$ cat src/rtl/seg_glyph_pkg.sv
package seg_glyph_pkg;

  localparam int unsigned CODE_W    = 4;
  localparam int unsigned SEG_COUNT = 7;
  localparam int unsigned CODE_NUM  = 1 << CODE_W;

  typedef logic [CODE_W-1:0]    code_t;
  typedef logic [SEG_COUNT-1:0] seg_mask_t;

  localparam seg_mask_t SEG_NONE = '0;

endpackage

$ cat src/rtl/seg_glyph_rom.sv
module seg_glyph_rom
  import seg_glyph_pkg::*;
(
  input  code_t     code_i,
  output seg_mask_t lit_o
);

  // Active-high lit mask, bit 6 = a ... bit 0 = g.
  always_comb begin
    unique case (code_i)
      4'd0:    lit_o = 7'b1111110;
      4'd1:    lit_o = 7'b0110000;
      4'd2:    lit_o = 7'b1101101;
      4'd3:    lit_o = 7'b1111001;
      4'd4:    lit_o = 7'b0110011;
      4'd5:    lit_o = 7'b1011011;
      4'd6:    lit_o = 7'b1011111;
      4'd7:    lit_o = 7'b1110000;
      4'd8:    lit_o = 7'b1111111;
      4'd9:    lit_o = 7'b1111011;
      4'd10:   lit_o = 7'b0001101;
      4'd11:   lit_o = 7'b0011001;
      4'd12:   lit_o = 7'b0100011;
      4'd13:   lit_o = 7'b1001011;
      4'd14:   lit_o = 7'b0001111;
      default: lit_o = SEG_NONE;
    endcase
  end

endmodule

$ cat src/rtl/seg_drive_stage.sv
module seg_drive_stage
  import seg_glyph_pkg::*;
#(
  parameter bit ACTIVE_LOW = 1'b1
) (
  input  seg_mask_t lit_i,
  input  logic      blank_i,
  output seg_mask_t seg_o,
  output logic      dp_o
);

  seg_mask_t gated;

  always_comb begin
    gated = blank_i ? SEG_NONE : lit_i;
  end

  generate
    if (ACTIVE_LOW) begin : g_sink
      assign seg_o = ~gated;
      assign dp_o  = 1'b1;
    end else begin : g_source
      assign seg_o = gated;
      assign dp_o  = 1'b0;
    end
  endgenerate

endmodule

$ cat src/rtl/bcd_seg_decoder.sv
module bcd_seg_decoder
  import seg_glyph_pkg::*;
#(
  parameter bit ACTIVE_LOW = 1'b1
) (
  input  logic [3:0] code_i,
  input  logic       blank_i,
  output logic [6:0] seg_n_o,
  output logic       dp_n_o
);

  seg_mask_t lit;

  seg_glyph_rom u_rom (
    .code_i (code_i),
    .lit_o  (lit)
  );

  seg_drive_stage #(
    .ACTIVE_LOW (ACTIVE_LOW)
  ) u_drive (
    .lit_i   (lit),
    .blank_i (blank_i),
    .seg_o   (seg_n_o),
    .dp_o    (dp_n_o)
  );

endmodule

$ cat config.mk
export PLATFORM = sky130hd
export DESIGN_NAME = bcd_seg_decoder
export DESIGN_NICKNAME = d
export VERILOG_FILES = /design/src/rtl/seg_glyph_pkg.sv /design/src/rtl/seg_glyph_rom.sv /design/src/rtl/seg_drive_stage.sv /design/src/rtl/bcd_seg_decoder.sv
export SDC_FILE = /design/constraint.sdc
export NUM_CORES = 1
export LEC_CHECK = 0
export BUFFER_PORTS_ARGS = -buffer_cell sky130_fd_sc_hd__buf_2
export CAP_MARGIN = 10
export CORE_AREA = 2 2 39 41
export DETAILED_ROUTE_END_ITERATION = 7
export DIE_AREA = 0 0 41 43
export PLACE_DENSITY = 0.53
export SKIP_LAST_GASP = 1
export SYNTH_ARGS = -nofsm -noshare
export SYNTH_HDL_FRONTEND = slang
export SYNTH_SLANG_ARGS = --single-unit
$ cat constraint.sdc
create_clock -name vclk -period 2
set_input_delay 0.4 -clock vclk [all_inputs]
set_output_delay 0.4 -clock vclk [all_outputs]
set_load 0.05 [all_outputs]
[Yosys cells after proc, flatten, opt, wreduce, memory -nomap -nowiden]
Memory sizes are Yosys's and may differ from the RTL's.
Index checks and enable logic that the tools add are counted.
Widths: inputs -> output; s select.
Cells by class
  mux-type cells: 1
  bitwise logic cells: 1
Operators by type and width (number)
  $mux 7: 1
  $not 7->7: 1
Storage, ports and cells
  register bits after elaboration: 0
  bits in read-only memories: 112
  input port bits: 5
  output and inout port bits: 8
  logic and storage cells: 3
  memories: 1
Memory list
  (no name shown): depth 16, bits a word 7, read ports 1, clocked after memory_dff 0, write ports 0, RTL line seg_glyph_rom.sv:10  | unique case (code_i)

[Depth between registers and ports, before layout]
Gate-level depths: netlist of run 1.
An unclocked memory read counts as a cell.
  word-level depth: 3
  mapped depth: 4
  depth with buffers taken out: 4

[Modules after synthesis]
From an unflattened synthesis of run 1, not the netlist that was laid out.
Second synthesis, totals
  cells, all modules: 36
  area, all modules: 284.0 µm²
Modules (own cells, without submodules)
  seg_glyph_rom: instances 1, cells each 27, area each 229.0 µm², seq. area each 0.0 µm²
  seg_drive_stage: instances 1, cells each 9, area each 55.1 µm², seq. area each 0.0 µm²

[Worst setup path before layout of run 1]
OpenSTA, ideal clock, no wires.
  path kind: input -> output
  start: input port code_i[0]
  end: output port seg_n_o[1]
  arrival time: 1.996 ns
  required time: 1.600 ns
  setup slack: -0.396 ns
  stages on the path: 4
  buffers on the path: 0
  cell sequence: inv_1 ha_1 and2b_1 o31ai_1
On the way
  longest elaborated chain between the ends: 3
Ends and longest elaborated chain
  from (decl): RTL line bcd_seg_decoder.sv:6  | input logic [3:0] code_i,
  $mem_v2 16x7
  $mux 7: RTL line seg_drive_stage.sv:15  | gated = blank_i ? SEG_NONE : lit_i;
  $not 7->7: RTL line seg_drive_stage.sv:20  | assign seg_o = ~gated;
  to (decl): RTL line bcd_seg_decoder.sv:8  | output logic [6:0] seg_n_o,
Every way passes these cells.

[Worst setup path after layout of run 1]
  start: input port code_i[0]
  end: output port seg_n_o[5]
The elaborated chain is that of the path after synthesis.

==> results.cfg, run 1 <==
[run_status]
status = finished clean

[logic_synthesis]
syn-num-nets = 47
seq_area_frac_synth_pct = 0
netlist_area_um2 = 274
synth_common_cells = ha_1 (7), nor2b_1 (4), inv_1 (3)
avgSynthCellArea_um2 = 7.83
synth_cell_type_count = 22
synth-warning-count = 0
synth.area.top_cells = ha_1 (32%), nor2b_1 (9.1%), o31ai_1 (5.5%), buf_6 (4.1%), inv_1 (4.1%)
synth_top_cell_area_share_pct = 32.0
yosysTopAreaCell = ha_1
postSynthCellCount = 35
synth.most_common_cell = ha_1

[floorplanning]
dieArea_um2 = 1760
start_util_pct = 19.8
core_area_um2 = 1380
io_pins = 13
std_cell_rows = 14
die_w_um = 41
die_y_um = 43

[place]
dp_slack_ns = 0.000531
io_buffers = 12
place.gp.congestion = 0.689
dpl.cell_count = 64

[sta]
slew_violations = 0
setup_violations = 0
period_share_pct = 97.9
fin_ws_ns = 0.0425
max_freq_mhz = 511
final.min_clock_period_ns = 1.96
tns_ns = 0
rsz0062_at_grt = no
finalHoldViolCount = 0

[grt]
grt_max_degree = 13
grt_pass1_vias = 216
grt_usage_pct = 7.39
grt_overflow = 0
antenna_found_initial = 0
grt_pass1_wl_um = 966

[finish]
layout.cells.non_filler = 64
area_delta_synth_final_pct = 40.2
design.seq.count = 0
diodes = 0
clkbuf_count = 0
layout.nets = 62
regArea_um2 = 0
fill_cells = 157
drive_gt1_share_pct = 39.6

[detailed_routing]
wl_um = 640
drtPass1Iterations = 2
vias_per_cell = 4.14
num_vias = 265
avgRoutedWirePerCell_um = 10.0
drc = 0
ant_nets = 0
drtIter0Drc = 3

[setup_path]
cpMaxStageDelayCell = a311o_1
crit_buf_inv = 3
cp.required_ns = 1.60
cp-end-kind = primary output
path_max_fanout = 2
cpPeakStageDelay_ns = 0.36
crit_chain = buf_2 -> inv_1 -> ha_1 -> or2_1 -> a311o_1 -> buf_6
crit_arrival_ns = 1.56
crit_type = primary input to primary output
critPathLaunchType = primary input
crit_family = compound AO/OA/AOI/OAI gates
crit_path_start = code_i[0]

[pwr]
p_leak_uw = 0.000201
power.density_nw_per_um2 = 285
ir_worst_vdd_uv = 88.3

[job]
maxCapViolations = 0

[min_path]
hold_class = primary input to primary output
worstHoldStart = blank_i

[clock_tree]
cts_setup_buffers = 0
[through the flow]
step	power (uW)	utilization, %	hold slack, ns	instance area (um2)
after global routing	118	27.8	1.29	384
after global placement	107	27.3	1.27	378
after CTS	109	27.5	1.27	380
after detailed placement	108	27.3	1.27	378
after floorplan	81.1	-	0.972	292
final	109	27.8	1.27	384
[final timing paths]
check / to / cells after the start
worst max-delay path: seg_n_o[5] / 6
worst min-delay path: seg_n_o[5] / 3
[metal layers]
metal	up-vias	GRT usage [%]	share of wire, %
li1	143	-	-
met1	113	12.7	52
met2	9	10.6	43
met3	0	0	5.2
met4	0	0	0
met5	-	0	0
[cells by family after synthesis]
kind of cell	after synthesis	share of synthesized area, %
fa+ha+maj	7	32.0
buf+inv	6	12.8
compound gates	8	23.7
simple gates	12	26.5
mux	1	3.65
other cells	1	1.37
[cells in the final DEF, fill, tap and decap left out]
master / synthesis / final
buf_2: 1 / 11
ha_1: 7 / 7
nor2b_1: 4 / 4
buf_4: 1 / 4
inv_1: 3 / 3
o31ai_2: 0 / 2
nor2_1: 2 / 2
and2b_1: 1 / 1
a21oi_1: 1 / 1
o21bai_1: 1 / 1
nand2_1: 1 / 1
or2_1: 1 / 1
and3b_1: 1 / 1
a311o_1: 1 / 1
a211o_1: 1 / 1
a221o_1: 1 / 1
or2b_1: 1 / 1
nand2b_1: 1 / 1
mux2i_1: 1 / 1
a32oi_2: 0 / 1
conb_1: 1 / 1
buf_6: 1 / 1
[timing repair]
item | CTS | global route
pin swaps | 0 | 0
setup endpoints to repair | 1 | 1
gates resized for setup | 1 | 1
hold buffers | 0 | 0
[report_power, final]
part / leakage, uW / switching (uW) / total (uW) / internal (uW)
registers: 0 / 0 / 0 / 0
logic: 0.000201 / 73.8 / 109 / 35.6
clock network: 0 / 0 / 0 / 0
total: 0.000201 / 73.8 / 109 / 35.6
[layout make-up]
class	instances	area (um2)	share of cell area [%]
Tap cell	16	20.0	5.21
Inverter	3	11.3	2.93
Timing Repair Buffer	16	96.3	25.1
Multi-Input combinational cell	29	256	66.8
Note: power is estimated with default switching activity, not from simulation.
==> run 2: changes to the inputs <==
Clock period 2 ns to 2.3 ns, I/O delays scaled along.
==> results.cfg, run 2 (same netlist as run 1, synthesis figures left out) <==
[floorplanning]
start_util_pct = 19.8
dieArea_um2 = 1760
core_area_um2 = 1380
std_cell_rows = 14
die_y_um = 43
io_pins = 13
die_w_um = 41

[clock_tree]
cts_setup_buffers = 0
postCtsHoldBufs = 0
cts_resized = 0

[sta]
slew_violations = 0
final.min_clock_period_ns = 2.21
period_share_pct = 96.0
fin_ws_ns = 0.0912
setup_violations = 0
max_freq_mhz = 453
finalHoldViolCount = 0
holdWs_ns = 1.39
rsz0062_at_grt = no

[job]
maxCapViolations = 0

[place]
place.gp.congestion = 0.767
dp_slack_ns = 0.0859
place_area_um2 = 343
place_hpwl_um = 473
io_buffers = 12

[finish]
fill_cells = 162
fin_area_um2 = 345
clkbuf_count = 0
area_delta_synth_final_pct = 26.0
regArea_um2 = 0
final_common_cell = buf_2
layout.nets = 59
diodes = 0
drive_gt1_share_pct = 31.1
design.seq.count = 0
layout_common_cells = buf_2 (11), ha_1 (7), nor2b_1 (4), inv_1 (3)

[min_path]
whs_path_depth = 3
worstHoldStart = code_i[3]
hold_class = primary input to primary output
whs_endpoint = seg_n_o[0]

[pwr]
p_switching_uw = 62.1
power.density_nw_per_um2 = 255
p_sw_share_pct = 70.6
power.clock.fraction_pct = 0
comb_power_share_pct = 100.0
p_int_uw = 25.9
ir_worst_vdd_uv = 79.6
p_leak_uw = 0.000183
total_power_uw = 88.0
pwr-share-seq_pct = 0

[detailed_routing]
avgRoutedWirePerCell_um = 9.95
ant_nets = 0
num_vias = 259
wl_met3_um = 34
wl_met1_um = 320
drtIter0Drc = 1
drtPass1Iterations = 2
highest_layer = met3
dr_wl_met2_um = 251
vias_per_cell = 4.25
drc = 0
wl_um = 607

[setup_path]
critPathLaunchType = primary input
crit_arrival_ns = 1.75
cp.required_ns = 1.84
crit_type = primary input to primary output
path_max_fanout = 4
cp-end-kind = primary output

[grt]
grt_overflow = 0
grt_pass1_wl_um = 876
grt_max_degree = 13
antenna_found_initial = 0
grt_pass1_vias = 193
grt_usage_pct = 6.69

[run_status]
status = finished clean
-- run 2: worst max-delay path: stages --
cell	delay [ns]
buf_2	0.12
inv_1	0.10
ha_1	0.31
or2_1	0.21
a311o_1	0.35
buf_4	0.19
-- run 2: worst max-delay path by stage --
stage                    from          to  slack (ns)
finish              code_i[0]  seg_n_o[5]        0.09
global route        code_i[0]  seg_n_o[5]        0.01
CTS                 code_i[0]  seg_n_o[5]        0.08
detailed placement  code_i[0]  seg_n_o[5]        0.09
global placement    code_i[0]  seg_n_o[5]        0.10
floorplan           code_i[2]  seg_n_o[0]      -0.002
-- run 2: power groups by stage --
| stage | Clock, uW | Sequential, uW | Combinational (uW) |
|---|---|---|---|
| floorplan | 0 | 0 | 68.1 |
| detailed placement | 0 | 0 | 86.9 |
| CTS | 0 | 0 | 87.3 |
| global placement | 0 | 0 | 86.0 |
| finish | 0 | 0 | 88.0 |
| global route | 0 | 0 | 94.1 |
-- run 2: area by class of cell --
class              instances  area (um2)  area share [%]
multi-input cells         29         244            70.7
repair buffers            13        70.1            20.3
well taps                 16        20.0            5.80
inverters                  3        11.3            3.26
-- run 2: per-layer routing --
metal  track usage, %  up-vias
li1                 -      137
met1             11.1      114
met2             10.0        8
met3                0        0
met4                0        0
met5                0        -
-- run 2: through the flow --
stage	util, %	TNS (ns)	cells
after floorplan	-	-0.00226	35
after global placement	24.8	0	61
after detailed placement	24.8	0	61
after CTS	24.8	0	61
after global routing	25.0	0	61
final	25.0	0	61
==> run 3: changes to the inputs <==
Settings changed: BUFFER_PORTS_ARGS -buffer_cell sky130_fd_sc_hd__buf_2 to unset, CAP_MARGIN 10 to unset, DONT_BUFFER_PORTS set to 1, PLACE_DENSITY 0.53 to 0.45.
Clock period 2.3 ns to 2.45 ns, I/O delays scaled along.
==> results.cfg, run 3 (same netlist as run 1, synthesis figures left out) <==
[run_status]
status = finished clean

[min_path]
hold_class = primary input to primary output
worstHoldStart = code_i[3]
whs_path_depth = 2
whs_endpoint = seg_n_o[0]

[floorplanning]
die_w_um = 41
io_pins = 13
core_area_um2 = 1380
std_cell_rows = 14
dieArea_um2 = 1760
start_util_pct = 19.8
die_y_um = 43

[finish]
drive_gt1_share_pct = 16.7
final_common_cell = ha_1
regArea_um2 = 0
final_util_pct = 22.4
layout.nets = 50
diodes = 0
design.seq.count = 0
layout_common_cells = ha_1 (7), nor2b_1 (4), buf_4 (4), inv_1 (3)
fill_cells = 152
layout.cells.non_filler = 52
area_delta_synth_final_pct = 13.2
clkbuf_count = 0

[sta]
slew_violations = 0
tns_ns = 0
relSlewSlack_pct = 63.6
rsz0062_at_grt = no
finalHoldViolCount = 0
holdWs_ns = 1.19
setup_violations = 0
period_share_pct = 86.2
worstMarginPinSlew_ns = 0.547
max_freq_mhz = 474
final.min_clock_period_ns = 2.11

[grt]
grt_pass1_wl_um = 952
grt_usage_pct = 6.99
grt_max_degree = 13
antenna_found_initial = 0
grt_overflow = 0
grt_pass1_vias = 205

[setup_path]
cp-end-kind = primary output
cpPeakStageDelay_ns = 0.55
crit_type = primary input to primary output
path_max_fanout = 4
crit_arrival_ns = 1.62
critPathLaunchType = primary input
crit_chain = inv_1 -> ha_1 -> or2_1 -> a311o_1
cpMaxStageDelayCell = a311o_1
cp.required_ns = 1.96

[place]
dpl.cell_count = 52
place.gp.congestion = 0.709
io_buffers = 0

[detailed_routing]
wl_um = 563
drtPass1Iterations = 2
drtIter0Drc = 1
num_vias = 227
drc = 0
ant_nets = 0
vias_per_cell = 4.37
avgRoutedWirePerCell_um = 10.8

[pwr]
power.density_nw_per_um2 = 220
p_leak_uw = 0.000154
ir_worst_vdd_uv = 52.3

[job]
maxCapViolations = 0

[clock_tree]
postCtsHoldBufs = 0
cts_setup_buffers = 0
cts_resized = 0
-- run 3: cell count changes in the layout (fill, tap and decap cells not counted), sizes merged --
cell / before / now
buf: 13 / 4
-- run 3: power by group --
| part | switching, uW | total (uW) | internal, uW |
|---|---|---|---|
| clock | 0 | 0 | 0 |
| combinational | 47.4 | 68.1 | 20.7 |
| sequential | 0 | 0 | 0 |
| total | 47.4 | 68.1 | 20.7 |
-- run 3: per-stage QoR --
| stage | instance area, um2 | setup slack (ns) | power, uW |
|---|---|---|---|
| after floorplan | 279 | 0.0877 | 63.9 |
| after CTS | 310 | 0.336 | 68.8 |
| after detailed placement | 310 | 0.339 | 68.4 |
| after global routing | 310 | 0.284 | 73.1 |
| after global placement | 310 | 0.335 | 68.3 |
| final | 310 | 0.339 | 68.1 |
-- run 3: cell type report --
type / instances / area, um2 / share of cell area [%]
repair buffers: 4 / 30.0 / 9.68
multi-input cells: 29 / 249 / 80.2
inverters: 3 / 11.3 / 3.63
well taps: 16 / 20.0 / 6.45
-- run 3: metal layers --
layer / vias up / share of wire, % / track usage [%]
li1: 119 / - / -
met1: 101 / 46 / 10.8
met2: 7 / 47 / 10.9
met3: 0 / 7.3 / 0.524
met4: 0 / 0 / 0
met5: - / 0 / 0
-- run 3: worst max path at each step --
| stage | startpoint | endpoint | cells past startpoint |
|---|---|---|---|
| floorplan | code_i[2] | seg_n_o[0] | 2 |
| global placement | code_i[0] | seg_n_o[5] | 4 |
| detailed placement | code_i[0] | seg_n_o[5] | 4 |
| CTS | code_i[0] | seg_n_o[5] | 4 |
| global route | code_i[0] | seg_n_o[5] | 4 |
| finish | code_i[0] | seg_n_o[5] | 4 |
-- run 3: critical path: cells and delay by family --
kind	cells	cell delay [ns]
fa+ha+maj	1	0.31
buf+inv	1	0.06
compound gates	1	0.55
simple gates	1	0.21
